### config.mk
export PLATFORM = sky130hd
export DESIGN_NAME = nvsr_sequencer
export DESIGN_NICKNAME = d
export VERILOG_FILES = /design/src/rtl/nvsr_pkg.sv /design/src/rtl/nvsr_req_filter.sv /design/src/rtl/nvsr_reg_array.sv /design/src/rtl/nvsr_copy_engine.sv /design/src/rtl/nvsr_sequencer.sv
export SDC_FILE = /design/constraint.sdc
export NUM_CORES = 1
export LEC_CHECK = 0
export BUFFER_PORTS_ARGS = -buffer_cell sky130_fd_sc_hd__buf_2
export CAP_MARGIN = 20
export CORE_MARGIN = 2
export CORE_UTILIZATION = 45
export CTS_CLUSTER_DIAMETER = 60
export CTS_CLUSTER_SIZE = 10
export DETAILED_ROUTE_END_ITERATION = 6
export SYNTH_ARGS = -nofsm -noshare
export SYNTH_HDL_FRONTEND = slang
export SYNTH_SLANG_ARGS = --single-unit
### constraint.sdc
create_clock -name clk -period 3.1 [get_ports clk]
set_input_delay 0 -clock clk [delete_from_list [all_inputs] [get_ports clk]]
set_output_delay 0 -clock clk [all_outputs]
set_load 0.03 [all_outputs]
### src/rtl/nvsr_pkg.sv
package nvsr_pkg;
  typedef enum logic [2:0] {
    ST_IDLE,
    ST_DRAIN,
    ST_STORE,
    ST_RECALL,
    ST_LOCK,
    ST_RECOVER,
    ST_PWRDN
  } nvsr_state_e;

  typedef enum logic {
    SRC_LINE,
    SRC_POWER
  } nvsr_src_e;
endpackage

### src/rtl/nvsr_req_filter.sv
module nvsr_req_filter #(
  parameter int MIN_CYC = 2
) (
  input  logic clk,
  input  logic rst_n,
  input  logic line_n,
  output logic active
);
  localparam int CNT_W = $clog2(MIN_CYC + 1);

  logic             s1, s2;
  logic [CNT_W-1:0] cnt;

  always_ff @(posedge clk or negedge rst_n) begin
    if (!rst_n) begin
      s1  <= 1'b1;
      s2  <= 1'b1;
      cnt <= '0;
    end else begin
      s1 <= line_n;
      s2 <= s1;
      if (s2)
        cnt <= '0;
      else if (cnt != CNT_W'(MIN_CYC))
        cnt <= cnt + CNT_W'(1);
    end
  end

  assign active = (cnt == CNT_W'(MIN_CYC));


  req_low_before_active_chk: assert property (@(posedge clk) disable iff (!rst_n)
    $rose(active) |-> !$past(s2));
endmodule

### src/rtl/nvsr_reg_array.sv
module nvsr_reg_array #(
  parameter int ADDR_W = 5,
  parameter int DATA_W = 8
) (
  input  logic              clk,
  input  logic              rst_n,
  input  logic              we,
  input  logic [ADDR_W-1:0] waddr,
  input  logic [DATA_W-1:0] wdata,
  input  logic [ADDR_W-1:0] raddr,
  output logic [DATA_W-1:0] rdata
);
  localparam int DEPTH = 1 << ADDR_W;

  logic [DATA_W-1:0] mem [DEPTH];

  always_ff @(posedge clk or negedge rst_n) begin
    if (!rst_n) begin
      for (int i = 0; i < DEPTH; i++) mem[i] <= '0;
    end else if (we) begin
      mem[waddr] <= wdata;
    end
  end

  assign rdata = mem[raddr];
endmodule

### src/rtl/nvsr_copy_engine.sv
module nvsr_copy_engine #(
  parameter int ADDR_W = 5
) (
  input  logic              clk,
  input  logic              rst_n,
  input  logic              start,
  output logic              act,
  output logic [ADDR_W-1:0] idx
);
  localparam logic [ADDR_W-1:0] LAST = '1;

  always_ff @(posedge clk or negedge rst_n) begin
    if (!rst_n) begin
      act <= 1'b0;
      idx <= '0;
    end else if (start) begin
      act <= 1'b1;
      idx <= '0;
    end else if (act) begin
      if (idx == LAST) act <= 1'b0;
      else             idx <= idx + ADDR_W'(1);
    end
  end


  word_step_chk: assert property (@(posedge clk) disable iff (!rst_n)
    (act && !start && idx != LAST) |=> (act && idx == $past(idx) + ADDR_W'(1)));
endmodule

### src/rtl/nvsr_sequencer.sv
module nvsr_sequencer
  import nvsr_pkg::*;
#(
  parameter int ADDR_W      = 5,
  parameter int DATA_W      = 8,
  parameter int REQ_MIN_CYC = 2,
  parameter int DRAIN_CYC   = 100,
  parameter int CYCLE_CYC   = 1000000,
  parameter int RECOVER_CYC = 70
) (
  input  logic              clk,
  input  logic              rst_n,
  input  logic              host_ce,
  input  logic              host_we,
  input  logic              host_oe,
  input  logic [ADDR_W-1:0] host_addr,
  input  logic [DATA_W-1:0] host_wdata,
  output logic [DATA_W-1:0] host_rdata,
  output logic              host_rdata_en,
  input  logic              strobe_n_in,
  output logic              busy_pull,
  input  logic              pwr_good,
  input  logic              pwr_restore
);
  localparam int TMR_MAX0 = (DRAIN_CYC > RECOVER_CYC) ? DRAIN_CYC : RECOVER_CYC;
  localparam int TMR_MAX  = (CYCLE_CYC > TMR_MAX0) ? CYCLE_CYC : TMR_MAX0;
  localparam int TMR_W    = $clog2(TMR_MAX + 1);

  nvsr_state_e       state;
  nvsr_src_e         src;
  logic [TMR_W-1:0]  tmr;
  logic              dirty, dirty_next;
  logic              restore_d, recall_pend;
  logic              req_active;
  logic              host_wr, copy_done, eng_start, eng_act;
  logic              in_copy, tmr_zero;
  logic [ADDR_W-1:0] eng_idx;
  logic              vol_we, nv_we;
  logic [ADDR_W-1:0] vol_waddr, vol_raddr;
  logic [DATA_W-1:0] vol_wdata, vol_rd, nv_rd;

  nvsr_req_filter #(.MIN_CYC(REQ_MIN_CYC)) u_filter (
    .clk(clk), .rst_n(rst_n), .line_n(strobe_n_in), .active(req_active)
  );

  nvsr_copy_engine #(.ADDR_W(ADDR_W)) u_engine (
    .clk(clk), .rst_n(rst_n), .start(eng_start), .act(eng_act), .idx(eng_idx)
  );

  nvsr_reg_array #(.ADDR_W(ADDR_W), .DATA_W(DATA_W)) u_vol (
    .clk(clk), .rst_n(rst_n), .we(vol_we), .waddr(vol_waddr), .wdata(vol_wdata),
    .raddr(vol_raddr), .rdata(vol_rd)
  );

  nvsr_reg_array #(.ADDR_W(ADDR_W), .DATA_W(DATA_W)) u_nv (
    .clk(clk), .rst_n(rst_n), .we(nv_we), .waddr(eng_idx), .wdata(vol_rd),
    .raddr(eng_idx), .rdata(nv_rd)
  );

  // host side
  assign host_wr       = host_ce && host_we && (state == ST_IDLE || state == ST_DRAIN);
  assign host_rdata_en = (state == ST_IDLE) && host_ce && host_oe && !host_we && strobe_n_in;
  assign host_rdata    = vol_rd;

  // array port steering
  assign vol_we    = host_wr || (eng_act && state == ST_RECALL);
  assign vol_waddr = eng_act ? eng_idx : host_addr;
  assign vol_wdata = eng_act ? nv_rd : host_wdata;
  assign vol_raddr = eng_act ? eng_idx : host_addr;
  assign nv_we     = eng_act && (state == ST_STORE);

  assign in_copy    = (state == ST_STORE) || (state == ST_RECALL);
  assign tmr_zero   = (tmr == '0);
  assign copy_done  = in_copy && tmr_zero;
  assign dirty_next = dirty || host_wr;
  assign busy_pull  = (state == ST_DRAIN) || in_copy;
  assign eng_start  = (state == ST_DRAIN && tmr_zero && dirty_next) ||
                      (state == ST_IDLE && pwr_good && !req_active && recall_pend);

  always_ff @(posedge clk or negedge rst_n) begin
    if (!rst_n) begin
      dirty <= 1'b0;
    end else if (copy_done) begin
      dirty <= 1'b0;
    end else if (host_wr) begin
      dirty <= 1'b1;
    end
  end

  always_ff @(posedge clk or negedge rst_n) begin
    if (!rst_n) begin
      state       <= ST_IDLE;
      src         <= SRC_LINE;
      tmr         <= '0;
      restore_d   <= 1'b0;
      recall_pend <= 1'b0;
    end else begin
      restore_d <= pwr_restore;
      if (pwr_restore && !restore_d) recall_pend <= 1'b1;
      case (state)
        ST_IDLE: begin
          if (!pwr_good) begin
            state <= ST_DRAIN;
            src   <= SRC_POWER;
            tmr   <= TMR_W'(DRAIN_CYC - 1);
          end else if (req_active) begin
            state <= ST_DRAIN;
            src   <= SRC_LINE;
            tmr   <= TMR_W'(DRAIN_CYC - 1);
          end else if (recall_pend) begin
            state       <= ST_RECALL;
            tmr         <= TMR_W'(CYCLE_CYC - 1);
            recall_pend <= 1'b0;
          end
        end
        ST_DRAIN: begin
          if (!tmr_zero) begin
            tmr <= tmr - TMR_W'(1);
          end else if (dirty_next) begin
            state <= ST_STORE;
            tmr   <= TMR_W'(CYCLE_CYC - 1);
          end else begin
            state <= (src == SRC_LINE) ? ST_LOCK : ST_PWRDN;
          end
        end
        ST_STORE: begin
          if (!tmr_zero) tmr <= tmr - TMR_W'(1);
          else           state <= (src == SRC_LINE) ? ST_LOCK : ST_PWRDN;
        end
        ST_RECALL: begin
          if (!tmr_zero) tmr <= tmr - TMR_W'(1);
          else           state <= ST_IDLE;
        end
        ST_LOCK: begin
          if (!req_active) begin
            state <= ST_RECOVER;
            tmr   <= TMR_W'(RECOVER_CYC - 1);
          end
        end
        ST_RECOVER: begin
          if (!tmr_zero) tmr <= tmr - TMR_W'(1);
          else           state <= ST_IDLE;
        end
        ST_PWRDN: begin
          if (pwr_good) state <= ST_IDLE;
        end
        default: state <= ST_IDLE;
      endcase
    end
  end


  write_marks_dirty_chk: assert property (@(posedge clk) disable iff (!rst_n)
    (host_ce && host_we && state == ST_IDLE) |=> dirty);


  engine_inside_copy_chk: assert property (@(posedge clk) disable iff (!rst_n)
    eng_act |-> in_copy);


  clean_skip_chk: assert property (@(posedge clk) disable iff (!rst_n)
    (state == ST_DRAIN && tmr_zero && !dirty && !(host_ce && host_we)) |=> state != ST_STORE);


  lock_holds_chk: assert property (@(posedge clk) disable iff (!rst_n)
    (state == ST_LOCK && req_active) |=> state == ST_LOCK);


  dirty_cleared_chk: assert property (@(posedge clk) disable iff (!rst_n)
    ($past(in_copy) && !in_copy) |-> !dirty);


  busy_blocks_read_chk: assert property (@(posedge clk) disable iff (!rst_n)
    busy_pull |-> !host_rdata_en);
endmodule

Word-level counts from Yosys, hierarchy flattened
Cells that the tools add are included.
{"block": "word_totals", "register_bits": 549, "input_bits": 21, "wordCells": 191}
{"block": "op_classes", "n_addsub": 3, "magnitude_cmp": 4, "n_eq_ne": 19, "mux": 50, "bitwise": 2, "reduce_logical": 38}
{"op": "256-bit bitwise mux", "count": 2}
{"op": "20-bit two-way mux", "count": 7}
{"op": "8-bit binary-select mux with 5-bit select", "count": 2}
{"op": "8-bit demux with 5-bit select", "count": 2}
{"op": "20-bit case mux with 4 select lines", "count": 1}
{"op": "8-bit two-way mux", "count": 7}
{"op": "3-bit two-way mux", "count": 9}
{"op": "20-bit logical NOT", "count": 1}
{"op": "5-bit two-way mux", "count": 4}
{"op": "20-bit by 1-bit subtractor with 20-bit output (second input constant)", "count": 1}
{"op": "3-bit case mux with 6 select lines", "count": 1}
{"op": "1-bit logical AND", "count": 17}
{"op": "2-bit inequality test (second input constant)", "count": 7}
{"op": "6-bit >= comparator (second input constant)", "count": 2}
{"op": "6-bit by 1-bit less-than comparator with 1-bit output (second input constant)", "count": 2}
{"op": "1-bit two-way mux", "count": 12}
{"op": "5-bit NOT with 6-bit output", "count": 2}
{"op": "3-bit equality test (second input constant)", "count": 3}
{"op": "3-bit by 2-bit equality test with 1-bit output (second input constant)", "count": 2}
{"op": "1-bit logical OR", "count": 6}
{"op": "2-bit two-way mux", "count": 3}
{"op": "6-bit AND reduction", "count": 1}
{"op": "2-bit nonzero test", "count": 3}
{"op": "5-bit by 1-bit adder with 5-bit output (second input constant)", "count": 1}
{"op": "other kinds (14)", "count": 18}

Longest topological paths before layout
{"block": "depth", "ltp_word": 8, "ltp_mapped": 13}

By module
Synthesis repeated with hierarchy kept, for this count alone.
{"block": "hier_totals", "hier_cells": 1681, "hier_area_um2": 25793.5}
{"module": "nvsr_reg_array", "n_inst": 2, "cells_per_inst": 699, "area_each_um2": 11648.7, "seq_area_each_um2": 6406.1}
{"module": "nvsr_sequencer", "n_inst": 1, "cells_per_inst": 247, "area_each_um2": 2067.0, "seq_area_each_um2": 675.6}
{"module": "nvsr_copy_engine", "n_inst": 1, "cells_per_inst": 25, "area_each_um2": 279.0, "seq_area_each_um2": 150.1}
{"module": "nvsr_req_filter", "n_inst": 1, "cells_per_inst": 11, "area_each_um2": 150.1, "seq_area_each_um2": 102.6}

Least setup slack after synthesis
No wires, ideal clock.
{"block": "synth_timing", "path_kind": "register to register", "from": "register u_engine.idx[1]", "to": "register u_vol.mem[68] (netlist bit)", "t_arrival_ns": 2.393, "path_slack_ns": 0.579, "stages_incl_launch_ff": 12, "path_cell_list": "dfrtp_1 clkbuf_1 buf_2 buf_2 buf_2 mux4_2 a22o_1 nand2_1 nand4_1 a21oi_1 buf_2 a21oi_1"}
{"block": "synth_between", "elab_chain_len": 7, "word_cells_on_any_way": 13, "classes_between": "order compare (2); mux (8); bitwise (2); reduce/logical (1)"}
{"element": "start: declaration", "line_no": "nvsr_copy_engine.sv:8", "text": "output logic [ADDR_W-1:0] idx"}
{"element": "start signal: assignment", "line_no": "nvsr_copy_engine.sv:21", "text": "else idx <= idx + ADDR_W'(1);"}
{"element": "5-bit two-way mux", "line_no": "nvsr_sequencer.sv:67", "text": "assign vol_waddr = eng_act ? eng_idx : host_addr;"}
{"element": "5-bit NOT with 6-bit output (not written as such)", "line_no": "nvsr_reg_array.sv:21", "text": "mem[waddr] <= wdata;"}
{"element": "6-bit >= comparator (not written as such) / 6-bit by 1-bit less-than comparator with 1-bit output (equally long branches)", "line_no": "nvsr_reg_array.sv:21"}
{"element": "1-bit logical AND (not written as such)", "line_no": "nvsr_reg_array.sv:21"}
{"element": "8-bit two-way mux (not written as such)", "line_no": "nvsr_reg_array.sv:21"}
{"element": "8-bit demux with 5-bit select", "line_no": "nvsr_reg_array.sv:21"}
{"element": "256-bit bitwise mux *", "line_no": "nvsr_reg_array.sv:21"}
{"element": "end signal: indexed assignment", "line_no": "nvsr_reg_array.sv:21"}
{"element": "end: declaration", "line_no": "nvsr_reg_array.sv:15", "text": "logic [DATA_W-1:0] mem [DEPTH];"}
Mark *: on every way between the ends. The rest lies on a longest branch, timed or not. The select of a mux whose other input is x is not followed.
A chain may end at the register's enable or synchronous reset.

Worst setup path after layout
{"block": "layout_timing", "from": "register u_engine.act", "to": "output port host_rdata[6]"}
{"block": "layout_between", "elab_chain_len": 5}
{"element": "start: declaration", "line_no": "nvsr_copy_engine.sv:7", "text": "output logic act,"}
{"element": "start signal: assignment", "line_no": "nvsr_copy_engine.sv:14", "text": "act <= 1'b0;"}
{"element": "start signal: assignment", "line_no": "nvsr_copy_engine.sv:17", "text": "act <= 1'b1;"}
{"element": "start signal: assignment", "line_no": "nvsr_copy_engine.sv:20", "text": "if (idx == LAST) act <= 1'b0;"}
{"element": "5-bit two-way mux", "line_no": "nvsr_sequencer.sv:69", "text": "assign vol_raddr = eng_act ? eng_idx : host_addr;"}
{"element": "5-bit NOT with 6-bit output (not written as such)", "line_no": "nvsr_reg_array.sv:25", "text": "assign rdata = mem[raddr];"}
{"element": "8-bit binary-select mux with 5-bit select", "line_no": "nvsr_reg_array.sv:25"}
{"element": "8-bit two-way mux (not written as such) (2 in series)", "line_no": "nvsr_reg_array.sv:25"}
{"element": "end: declaration", "line_no": "nvsr_sequencer.sv:18", "text": "output logic [DATA_W-1:0] host_rdata,"}
No other way between the ends. The select of a mux whose other input is x is not followed.

==> metrics.md <==
| Metric | Value |
|---|---|
| Final nets | `2,537` |
| Relative slew slack | `58.3%` |
| Status | `complete, but fails checks` |
| Failing checks | `negative hold slack, negative setup slack` |
| Hold WS | `-0.0163 ns` |
| Synthesized area | `24,800 µm²` |
| # IOs | `31` |
| Critical path endpoint category | `output pin` |
| Power density over cell area | `517 nW/µm²` |
| Count of cell types in the netlist | `69` |
| Final Cycle Share | `101%` |
| Drt total wl | `72,400 µm` |
| Flop pwr share | `48.9%` |
| Initial antenna violation count | `2` |
| Share of the synthesized area in the top cell type | `55.2%` |
| CTS Buf Count | `66` |
| Worst Tran Pin Value | `0.626 ns` |
| PortBufs | `30` |
| RSZ-0062 raised after global routing | `yes` |
| Pint | `0.0116 W` |
| Syn_nets | `2,470` |
| Vias/cell | `5.90` |
| Syn-to-layout area delta | `16.0%` |
| Pre-antenna DRT Iters | `5` |
| Gate power share | `4.2%` |
| Crit path launch type | `register` |
| Switching part of the total power | `22.1%` |
| Fill cells | `4,878` |
| Gr ovfl total | `0` |
| Antenna viol nets, final | `0` |
| Core area | `54,800 µm²` |
| Critical path required time | `3.10 ns` |
| Synth Area per Inst | `10.2 µm²` |
| Vias | `19,024` |
| Layout cells sized above 1 | `17.6%` |
| Gate Count Post-Synth | `2,442` |
| CTS clk-pin slew, worst paths | `0.06 ns` |
| WL per Instance | `22.4 µm` |
| Die Y | `239 µm` |
| Clock root buffer | `clkbuf_16` |
| H-tree depth | `3` |
| Fmax | `319 MHz` |
| Maximum capacitance violations | `0` |
| Clk Latency, worst-skew pair | `0.59 ns` |
| Post-synth EDFFs | `0` |
| CTS Buffer Depth | `3` |
| Die X | `239 µm` |
| Detailed placement HPWL | `48,400 µm` |
| GP Congestion | `0.901` |
| Residual DRC | `0` |
| Setup_tns | `-0.0355 ns` |
| Synth cell count leaders | `dfrtp_1 (547), nand2_1 (515), o21ai_0 (429)` |
| Maximum number of pins on one net before global-route repair | `96` |
| Final Setup Violations | `1` |
| Critical path arrival | `3.14 ns` |
| First-pass GRT wire length | `112,000 µm` |
| Peak VDD IR | `0.397 mV` |
| Synth warn | `0` |
| Crit path time final | `3.14 ns` |
| Clock power frac | `46.9%` |
| Top area cells in the synthesized netlist | `dfrtp_1 (55%), o21ai_0 (8.7%), nand2_1 (7.8%)` |
| Initial Util | `45.3%` |
| Asr flop ratio synth | `100%` |
| Placed instance count | `3,113` |
| Pins over their slew limit | `0` |
| Clock Skew | `0.0237 ns` |
| DR iter-0 viols | `1,623` |
| Final Instance Count excl. Fillers | `3,227` |
| Final Hold Violating Endpoints | `8` |
| Clock Sinks | `549` |
| GRT Overall Usage | `25.7%` |
| Final worst slack | `-0.0355 ns` |
| Worst Hold Class | `primary input to asynchronous set/reset pin` |
| Seq/Total Area, Yosys | `55.4%` |
| Die area | `57,000 µm²` |
| Switching power | `0.00328 W` |
| Vias in the first global route | `18,782` |
| Most common cell in the netlist | `dfrtp_1` |
| Synth Register Bits | `549` |
| Num rows | `86` |
| Leakage power | `13.0 nW` |
| WS Path Type | `register to output pin` |
| CTS tree | `done` |
| Area leader, netlist | `dfrtp_1` |
| Ys flop type | `dfrtp_1` |
| Critical Path Fanout Max | `6` |
## worst paths after layout
check / startpoint / to / slack [ns] / cells after the start
setup / recovery: u_engine.act / host_rdata[6] / -0.04 / 7
hold / removal: rst_n / tmr[10] / -0.02 / 2
setup reg to reg: u_engine.idx[1] / u_vol.mem[16] / 0.11 / 8
hold reg to reg: u_filter.s1 / u_filter.s2 / 0.36 / 0
max in group asynchronous: rst_n / u_nv.mem[95] / 1.97 / 4
min in group clk: host_wdata[2] / u_vol.mem[250] / 0.04 / 4
## routing by layer
layer	track usage, %	vias up	wire length, µm
met5	0	-	23
met4	9.56	4	2740
met3	5.30	164	4710
met2	40.2	693	33200
met1	35.5	9466	31600
li1	-	8697	-
## cell type report
cell class / instances / area, µm² / area share, %
Inverter: 10 / 37.5 / 0.130
Sequential cell: 549 / 13700 / 47.8
Clock inverter: 5 / 56.3 / 0.196
Multi-Input combinational cell: 1707 / 10600 / 36.8
Tap cell: 704 / 881 / 3.06
Timing Repair Buffer: 175 / 1650 / 5.73
Clock buffer: 76 / 1820 / 6.31
Antenna cell: 1 / 2.50 / 0.00870
## worst max-delay path: stages (launching register included)
cell	delay [ns]
dfrtp_2	0.46
mux2_4	0.40
buf_4	0.18
mux4_2	0.47
a22oi_2	0.26
nand3_2	0.16
nand4b_1	0.36
buf_6	0.24
## timing repair
item | CTS | global route
pin swaps | 6 | 7
hold buffers | 8 | 0
resized for setup | 49 | 32
cloned | 1 | 3
endpoints found under the setup margin | 8 | 136
setup buffers | 15 | 6
endpoints found under the hold margin | 234 | 0
## cells in the final DEF (no fill, tap or decap), types with 4 or more instances in the layout
cell	instances
nor2_1	150
buf_6	11
nand4_1	16
nor3_1	8
nand2_1	509
nand4b_1	5
inv_1	10
a21o_1	4
buf_2	23
xor2_1	4
a22o_1	18
o31ai_1	4
nor2_4	4
dlygate4sd3_1	8
o21ai_0	426
clkbuf_16	74
dfrtp_1	544
o22ai_2	7
mux4_2	66
a21oi_2	9
nand3_1	34
buf_12	20
a22oi_2	8
a31oi_1	6
a22oi_1	74
a21oi_1	113
o21ai_1	9
buf_4	108
and2_1	16
mux2i_1	53
and3_1	5
nor2b_1	9
o22ai_1	4
ha_1	7
mux2_2	56
nand2b_1	4
## sequential cells by signal, indices dropped and copies added (netlist names)
name and flops:
recall_pend 1, u_filter.s1 1, u_engine.idx 5, restore_d 1
dirty 1, u_filter.s2 1, state 3, tmr 20
src 1, u_vol.mem 256, u_engine.act 1, u_filter.cnt 2
u_nv.mem 256
## through the flow
stage	utilization [%]	area, µm²	total power [W]	setup slack, ns
floorplan	-	24800	0.00763	0.579
global placement	47.9	26300	0.00796	0.234
detailed placement	47.9	26300	0.00798	0.174
CTS	52.1	28500	0.0150	-0.0736
global route	52.5	28800	0.0154	-0.0939
finish	52.5	28800	0.0149	-0.0355
## power groups by stage
| stage | Sequential, W | Combinational (W) | Clock, W |
|---|---|---|---|
| floorplan | 0.00739 | 0.000234 | 0 |
| global placement | 0.00740 | 0.000564 | 0 |
| detailed placement | 0.00740 | 0.000578 | 0 |
| CTS | 0.00728 | 0.000607 | 0.00712 |
| global route | 0.00728 | 0.000683 | 0.00739 |
| finish | 0.00728 | 0.000625 | 0.00697 |
## logic make-up after synthesis
family / after synthesis / share of synthesized area [%]
buffers and inverters: 187 / 3.44
AO/OA/AOI/OAI: 717 / 16.2
XOR/XNOR: 5 / 0.176
multiplexers: 183 / 11.1
adder cells (fa/ha/maj): 7 / 0.353
flip-flops: 549 / 55.4
AND/OR/NAND/NOR: 794 / 13.3
No activity file was read; power rests on OpenSTA's default activity.
